## config.mk

```make
export PLATFORM = sky130hd
export DESIGN_NAME = cursor_overlay
export DESIGN_NICKNAME = d
export VERILOG_FILES = /design/src/rtl/cursor_overlay_pkg.sv /design/src/rtl/cursor_bitmap.sv /design/src/rtl/cursor_ypos.sv /design/src/rtl/cursor_window.sv /design/src/rtl/cursor_overlay.sv
export SDC_FILE = /design/constraint.sdc
export NUM_CORES = 1
export LEC_CHECK = 0
export ABC_AREA = 0
export BUFFER_PORTS_ARGS = -buffer_cell sky130_fd_sc_hd__buf_2
export CAP_MARGIN = 20
export CORE_MARGIN = 2
export CORE_UTILIZATION = 45
export CTS_CLUSTER_SIZE = 10
export DETAILED_ROUTE_END_ITERATION = 10
export MAX_ROUTING_LAYER = met4
export SYNTH_ARGS = -nofsm -noshare
export SYNTH_HDL_FRONTEND = slang
export SYNTH_SLANG_ARGS = --single-unit
```

## constraint.sdc

```tcl
create_clock -name clk -period 7.2 [get_ports clk]
set_clock_uncertainty 0.15 [all_clocks]
set_input_delay 0 -clock clk [delete_from_list [all_inputs] [get_ports clk]]
set_output_delay 0 -clock clk [all_outputs]
set_load 0.01 [all_outputs]
```

## src/rtl/cursor_overlay_pkg.sv

```systemverilog
package cursor_overlay_pkg;
    localparam int CUR_N    = 16;
    localparam int CUR_IDXW = $clog2(CUR_N);
    localparam int HIDE_BIT = 5;
    typedef logic [CUR_N-1:0] cur_row_t;
endpackage

```

## src/rtl/cursor_bitmap.sv

```systemverilog
module cursor_bitmap
    import cursor_overlay_pkg::*;
(
    input  logic                clk,
    input  logic                rst,
    input  logic                wr_en,
    input  logic [CUR_IDXW-1:0] wr_row,
    input  cur_row_t            wr_data,
    input  logic [CUR_IDXW-1:0] rd_row,
    input  logic [CUR_IDXW-1:0] rd_col,
    output logic                rd_bit
);
    cur_row_t rows [CUR_N];

    for (genvar r = 0; r < CUR_N; r++) begin : g_row
        always_ff @(posedge clk) begin
            if (rst)
                rows[r] <= '0;
            else if (wr_en && (wr_row == CUR_IDXW'(r)))
                rows[r] <= wr_data;
        end
    end

    cur_row_t sel_row;
    always_comb begin
        sel_row = rows[rd_row];
        rd_bit  = sel_row[rd_col];
    end
endmodule

```

## src/rtl/cursor_ypos.sv

```systemverilog
module cursor_ypos
    import cursor_overlay_pkg::*;
#(
    parameter int CRTC_W = 8,
    localparam int YW    = 2*CRTC_W + 2
)(
    input  logic [CRTC_W-1:0] cell_row,
    input  logic [CRTC_W-1:0] cell_scans,
    input  logic [CRTC_W-1:0] scan_start,
    output logic [YW-1:0]     top_y,
    output logic              visible
);
    logic [CRTC_W:0] rows_per_cell;
    always_comb begin
        rows_per_cell = {1'b0, cell_scans} + 1'b1;
        top_y = YW'(cell_row) * YW'(rows_per_cell) + YW'(scan_start);
        visible = ~scan_start[HIDE_BIT];
    end
endmodule

```

## src/rtl/cursor_window.sv

```systemverilog
module cursor_window
    import cursor_overlay_pkg::*;
#(
    parameter int LINE_W   = 10,
    parameter int COL_W    = 10,
    parameter int XSEL_W   = 10,
    parameter int YW       = 18,
    parameter int SCREEN_W = 1024,
    localparam int LW      = ((YW > LINE_W) ? YW : LINE_W) + 1,
    localparam int CW      = ((XSEL_W > COL_W) ? XSEL_W : COL_W) + 1
)(
    input  logic [LINE_W-1:0]   ras_line,
    input  logic [COL_W-1:0]    ras_col,
    input  logic [YW-1:0]       top_y,
    input  logic [XSEL_W-1:0]   left_x,
    output logic                in_win,
    output logic [CUR_IDXW-1:0] row_idx,
    output logic [CUR_IDXW-1:0] col_idx
);
    logic [LW-1:0] line_e, y_e, dy;
    logic [CW-1:0] col_e, x_e, dx;
    logic          rows_ok, cols_ok, on_screen;

    always_comb begin
        line_e = LW'(ras_line);
        y_e    = LW'(top_y);
        col_e  = CW'(ras_col);
        x_e    = CW'(left_x);
        dy     = line_e - y_e;
        dx     = col_e - x_e;
        rows_ok   = (line_e >= y_e) && (dy[LW-1:CUR_IDXW] == '0);
        cols_ok   = (col_e  >= x_e) && (dx[CW-1:CUR_IDXW] == '0);
        on_screen = (32'(ras_col) < 32'(SCREEN_W));
        in_win    = rows_ok && cols_ok && on_screen;
        row_idx   = dy[CUR_IDXW-1:0];
        col_idx   = dx[CUR_IDXW-1:0];
    end
endmodule

```

## src/rtl/cursor_overlay.sv

```systemverilog
module cursor_overlay
    import cursor_overlay_pkg::*;
#(
    parameter int LINE_W   = 10,
    parameter int COL_W    = 10,
    parameter int XREG_W   = 16,
    parameter int XSEL_W   = 10,
    parameter int CRTC_W   = 8,
    parameter int SCREEN_W = 1024
)(
    input  logic                clk,
    input  logic                rst,
    input  logic                wr_en,
    input  logic [CUR_IDXW-1:0] wr_row,
    input  logic [CUR_N-1:0]    wr_data,
    input  logic [LINE_W-1:0]   ras_line,
    input  logic [COL_W-1:0]    ras_col,
    input  logic                bg_pix,
    input  logic [XREG_W-1:0]   curx_reg,
    input  logic [CRTC_W-1:0]   cell_row,
    input  logic [CRTC_W-1:0]   cell_scans,
    input  logic [CRTC_W-1:0]   scan_start,
    input  logic                fn_or,
    output logic                pix_out
);
    localparam int YW = 2*CRTC_W + 2;

    logic [YW-1:0]       top_y;
    logic                visible;
    logic [XSEL_W-1:0]   left_x;
    logic                in_win;
    logic                hit;
    logic [CUR_IDXW-1:0] row_idx, col_idx;
    logic                pic_bit;
    logic                cur_bit;
    logic                pix_nxt;
    logic                unused_xhi;

    assign left_x     = curx_reg[XSEL_W-1:0];
    assign unused_xhi = ^curx_reg[XREG_W-1:XSEL_W];

    cursor_ypos #(.CRTC_W(CRTC_W)) u_ypos (
        .cell_row   (cell_row),
        .cell_scans (cell_scans),
        .scan_start (scan_start),
        .top_y      (top_y),
        .visible    (visible)
    );

    cursor_window #(
        .LINE_W(LINE_W), .COL_W(COL_W), .XSEL_W(XSEL_W),
        .YW(YW), .SCREEN_W(SCREEN_W)
    ) u_win (
        .ras_line (ras_line),
        .ras_col  (ras_col),
        .top_y    (top_y),
        .left_x   (left_x),
        .in_win   (in_win),
        .row_idx  (row_idx),
        .col_idx  (col_idx)
    );

    cursor_bitmap u_bmp (
        .clk     (clk),
        .rst     (rst),
        .wr_en   (wr_en),
        .wr_row  (wr_row),
        .wr_data (wr_data),
        .rd_row  (row_idx),
        .rd_col  (col_idx),
        .rd_bit  (pic_bit)
    );

    always_comb begin
        hit     = visible && in_win;
        cur_bit = hit && pic_bit;
        if (fn_or)
            pix_nxt = bg_pix | cur_bit;
        else
            pix_nxt = bg_pix & ~cur_bit;
    end

    always_ff @(posedge clk) begin
        if (rst) pix_out <= 1'b0;
        else     pix_out <= pix_nxt;
    end
endmodule

```

# Yosys cells after proc, flatten, opt, wreduce, memory -nomap -nowiden
# Memory sizes are Yosys's and may differ from the RTL's.
# Index checks and enable logic that the tools add are counted.
# W data, S select, Z words.
# word_totals
n_memories,1
ram_bits,256
register_bits,1
out_inout_bits,1
# classes
mul,1
reduce_logical,24
order_cmp,3
addsub,4
mux,69
bitwise,20
eq_ne,15
# memory_table
memory,words,width,rd,rd_ports_with_merged_regs,wr,line,rtl
u_bmp.rows,16,16,1,0,16,cursor_bitmap.sv:13,cur_row_t rows [CUR_N];
# ops
cell,count
$mux W16,16
$mux W1,52
$eq A4 B4 Y1 const B,8
$logic_and A1 B1 Y1,21
$sub A10 B18 Y19,1
$add A17 B8 Y18,1
$ge A10 B18 Y1,1
$mul A8 B9 Y17,1
$or A1 B1 Y1,17
$eq A4 B3 Y1 const B,4
$logic_not A15 Y1,1
$sub A10 B10 Y11,1
$ge A10 B10 Y1,1
$add A8 B1 Y9 const B,1
$eq A4 B2 Y1 const B,2
$logic_not A7 Y1,1
$lt A4 B5 Y1 const B,1
$bmux W1 S4,1
$eq A4 B1 Y1 const B,1
$logic_not A4 Y1,1
$not A1 Y1,2
$and A1 B1 Y1,1

# Longest topological paths before layout
# depth
ltp_word,12
mapped_depth,26
mapped_depth_nobuf,26

# By module
# From an unflattened synthesis, not the netlist that was laid out.
# hier_totals
hier_cells,1303
area_unflattened_um2,15836.4
# by_module_without_submodules
module,cells_per_inst,instances,area_per_inst_um2,seq_area_each_um2
cursor_bitmap,816,1,11915.2,7687.4
cursor_ypos,330,1,2781.4,0.0
cursor_window,152,1,1092.3,0.0
cursor_overlay,5,1,47.5,20.0

# Worst setup path after synthesis
# No wires, ideal clock.
# synth_timing
path_kind,input to register
from,input cell_scans[0]
to,register pix_out
t_arrival_ns,5.411
setup_slack_ns,1.524
n_path_buf,0
stages,24
cell_sequence,ha_1 nand3_1 nor2_1 xor2_1 and2_1 fa_1 fa_1 inv_1 fa_1 fa_1 inv_1 ha_1 a21oi_1 o21ai_0 nor2_1 xor2_1 ha_1 a221oi_1 and4_1 nand4_1 nor4_1 nand4_1 o31a_1 o21ba_1
# synth_between
elab_chain_len,12
# synth_lines
item,line,rtl
"start, declared",cursor_overlay.sv:21,"input logic [CRTC_W-1:0] cell_scans,"
$add A8 B1 Y9 *,cursor_ypos.sv:15,"rows_per_cell = {1'b0, cell_scans} + 1'b1;"
$mul A8 B9 Y17 *,cursor_ypos.sv:16,top_y = YW'(cell_row) * YW'(rows_per_cell) + YW'(scan_start);
$add A17 B8 Y18 *,cursor_ypos.sv:16,
"parallel branches: the longest is 5 deep, another holds $sub A10 B18 Y19",-,
$logic_and A1 B1 Y1 *,cursor_overlay.sv:76,cur_bit = hit && pic_bit;
$not A1 Y1,cursor_overlay.sv:80,pix_nxt = bg_pix & ~cur_bit;
$and A1 B1 Y1,cursor_overlay.sv:80,
$mux W1 *,cursor_overlay.sv:77,if (fn_or)
"end signal, assigned",cursor_overlay.sv:85,else pix_out <= pix_nxt;
"end, declared",cursor_overlay.sv:24,output logic pix_out
# Mark *: on every way between the ends. The select of a mux whose other input is x is not followed.
# A chain may end at the register's enable or synchronous reset.

# Final worst setup path
# Same ends and word-level chain as after synthesis.

==> impl_metrics.tcl <==
set metrics [dict create \
    status "completed" \
    maxCapViolations 0 \
    ys.flop_type "edfxtp_1" \
    slew_violations 0 \
    vias 9862 \
    yosys_warnings 0 \
    clock-root-buffer "clkbuf_16" \
    rows 68 \
    synth.avg_cell_area_um2 13.1 \
    cts_resized 0 \
    synth_edf_count 256 \
    synth_top_family_by_area "simple AND/OR/NAND/NOR gates" \
    antenna_found_initial 1 \
    fin_nets 1493 \
    path_depth 26 \
    grt-ovfl-total 0 \
    clock_latency_ns 0.56 \
    core_mm2 0.0345 \
    period_needed_ns 6.42 \
    grt_use_total_pct 23.6 \
    async_reset_ff_share_pct 0 \
    syn_nets 1403 \
    worst-path-buf-inv 4 \
    critPathSlowestCell "xnor2_1" \
    syn-cell-area_mm2 0.0157 \
    setup_viol 0 \
    synthToLayoutAreaGrowth_pct 12.4 \
    die_h_um 191 \
    cts_inserted_buffers 30 \
    crit_family "adder cells" \
    synth.yosys.seq_area_share_pct 49.0 \
    crit_required_ns 7.49 \
    r2r_cells 9 \
    max_stage_delay_ns 0.57 \
    p_per_area_mw_per_mm2 306 \
    worst_slew_pin_slew_ns 1.11 \
    drc 0 \
    finalHoldViolCount 0 \
    drive_above_1_share_pct 18.7 \
    whs_path_depth 2 \
    drt_wl_total_mm 40.6 \
    dr.first_iter.drc_count 755 \
    rsz0062_at_grt "false" \
    relSlewSlack_pct 25.9 \
    post_synth_and_or_nand_nor_area_fraction_pct 17.3 \
    fin_crit_sh_pct 89.2 \
    start_kind "input pin" \
    leakagePower_nw 6.96 \
    ys_seq_elements 257 \
    drt.antenna.violating_nets 0 \
    synthMuxAreaShare_pct 11.0 \
    cts_max_level 1 \
    synth-xor-area-share_pct 0.883 \
    first_global_vias 10038 \
    min_path_type "in2reg" \
    syn_inst 1203 \
    cp.arrival_ns 6.71 \
    cts_buffer_depth 3 \
    clk_pin_slew_ns 0.06 \
    cts_tree "done" \
    gp_congestion 0.813 \
    synth_fa_ha_area_share_pct 11.6 \
    numClockSinks 257 \
    chipWidth_um 191 \
    cpMostUsedCell "ha_1" \
    firstDrtPassIters 5 \
    finalSetupTns_ns 0 \
    synth_compound_area_share_pct 6.07 \
    worstSetupPathType "in2reg" \
    path_max_fanout 11 \
    max-vdd-ir-drop_mv 0.189 \
    io_buffers 79 \
    via_per_inst 5.62 \
    grt_max_degree 38 \
    die_area_mm2 0.0365 \
    diodes 0 \
    synth.distinct_cells 78 \
    fmax_mhz 156 \
    end_kind "register" \
    start_util_pct 45.6 \
    io_pins 86 \
    routedWlPerCell_um 23.1 \
    hold_slack_ns 0.0898 \
    grt_pass1_wl_mm 61.8 \
    hpwl_mm 27.3 \
]
==> stage by stage <==
step	util, %	std cells	setup slack, ns	total power, mW	cell area [um^2]
after floorplan	-	1203	1.52	3.53	15700
after global placement	48.3	1696	0.870	4.08	16700
after detailed placement	48.4	1697	0.797	4.10	16700
after CTS	51.3	1755	0.795	5.42	17700
after global routing	51.3	1756	0.346	5.75	17700
final	51.3	1756	0.779	5.40	17700
==> path summary, 6_finish.rpt <==
| kind | startpoint | slack [ns] | to |
|---|---|---|---|
| worst max-delay path | cell_scans[0] | 0.78 | pix_out$_SDFF_PP0_ |
| worst max register to register | u_bmp.rows[12][11]$_SDFFCE_PN0P_ | 3.85 | pix_out$_SDFF_PP0_ |
| worst min register to register | u_bmp.rows[14][4]$_SDFFCE_PN0P_ | 1.86 | pix_out$_SDFF_PP0_ |
| worst min-delay path | wr_row[1] | 0.09 | u_bmp.rows[3][8]$_SDFFCE_PN0P_ |
==> power breakdown <==
group | switching, mW | internal [mW]
registers | 0.0218 | 1.73
clock network | 0.570 | 0.746
logic | 1.33 | 1.00
==> cells by family (layout without fill, tap and decap cells) <==
kind of cell,count (synthesis),after routing
multiplexers,82,82
XOR/XNOR,15,15
flip-flops,257,257
buffers and inverters,146,244
AO/OA/AOI/OAI,128,128
adder cells (fa/ha/maj),115,115
AND/OR/NAND/NOR,460,460
==> repair_timing <==
item                                   CTS  global route
hold buffers                            18             0
buffers inserted                         0             0
endpoints found under the hold margin  257             0
==> area by class of cell <==
cell class / instances / area, um^2
tap: 455 / 569
inverter: 84 / 315
fill: 2968 / 16800
timing repair buffer: 120 / 772
clock inverter: 4 / 42.5
multi-input combinational: 800 / 7500
sequential: 257 / 7710
clock buffer: 36 / 773
==> placed cells by master (no fill, tap or decap), drive strengths merged, types with 4 or more instances in the layout <==
| master | netlist | routed |
|---|---|---|
| nor2b | 18 | 18 |
| clkinv | 0 | 4 |
| o22ai | 7 | 7 |
| nand4 | 6 | 6 |
| edfxtp | 256 | 256 |
| dlygate4sd3 | 0 | 18 |
| a2111oi | 8 | 8 |
| inv | 84 | 84 |
| xnor2 | 8 | 8 |
| nand2 | 40 | 40 |
| o21a | 5 | 5 |
| mux2i | 10 | 10 |
| and3 | 8 | 8 |
| fa | 52 | 52 |
| a211oi | 7 | 7 |
| clkbuf | 42 | 36 |
| o21ai | 10 | 10 |
| nand3 | 10 | 10 |
| ha | 63 | 63 |
| nor3b | 4 | 4 |
| and2 | 299 | 299 |
| xor2 | 7 | 7 |
| nor2 | 30 | 30 |
| a21o | 15 | 15 |
| a21oi | 22 | 22 |
| o21bai | 14 | 14 |
| nand2b | 13 | 13 |
| buf | 20 | 102 |
| nor3 | 17 | 17 |
| mux4 | 71 | 71 |
==> state kept, by name, summed over array words and instances (netlist names) <==
register and count:
pix_out 1, u_bmp.rows 256
==> layer usage <==
metal | track usage (%) | vias up | routed length (um)
met5 | - | - | 0
met4 | 5.22 | 0 | 722
met3 | 2.86 | 46 | 2430
met2 | 37.5 | 316 | 19400
met1 | 32.8 | 4989 | 18100
li1 | - | 4511 | -
==> cell usage after synthesis (7+ instances only) <==
master,n,share of area [%]
o21bai_1,14,0.67
clkbuf_1,41,0.98
nand3_1,10,0.32
nor3_1,17,0.54
a21oi_1,22,0.70
xnor2_1,8,0.45
nor2b_1,18,0.72
and2_1,298,12
a211oi_1,7,0.33
o22ai_1,7,0.28
edfxtp_1,256,49
ha_1,63,5.0
nand2b_1,13,0.52
fa_1,52,6.6
mux4_2,65,9.3
nand2_1,39,0.93
inv_1,84,2.0
buf_2,7,0.22
nor2_1,30,0.72
mux2i_1,10,0.64
a21o_1,15,0.72
a2111oi_0,7,0.39
o21ai_0,8,0.25
and3_1,8,0.32
No activity file was read; power rests on OpenSTA's default activity.
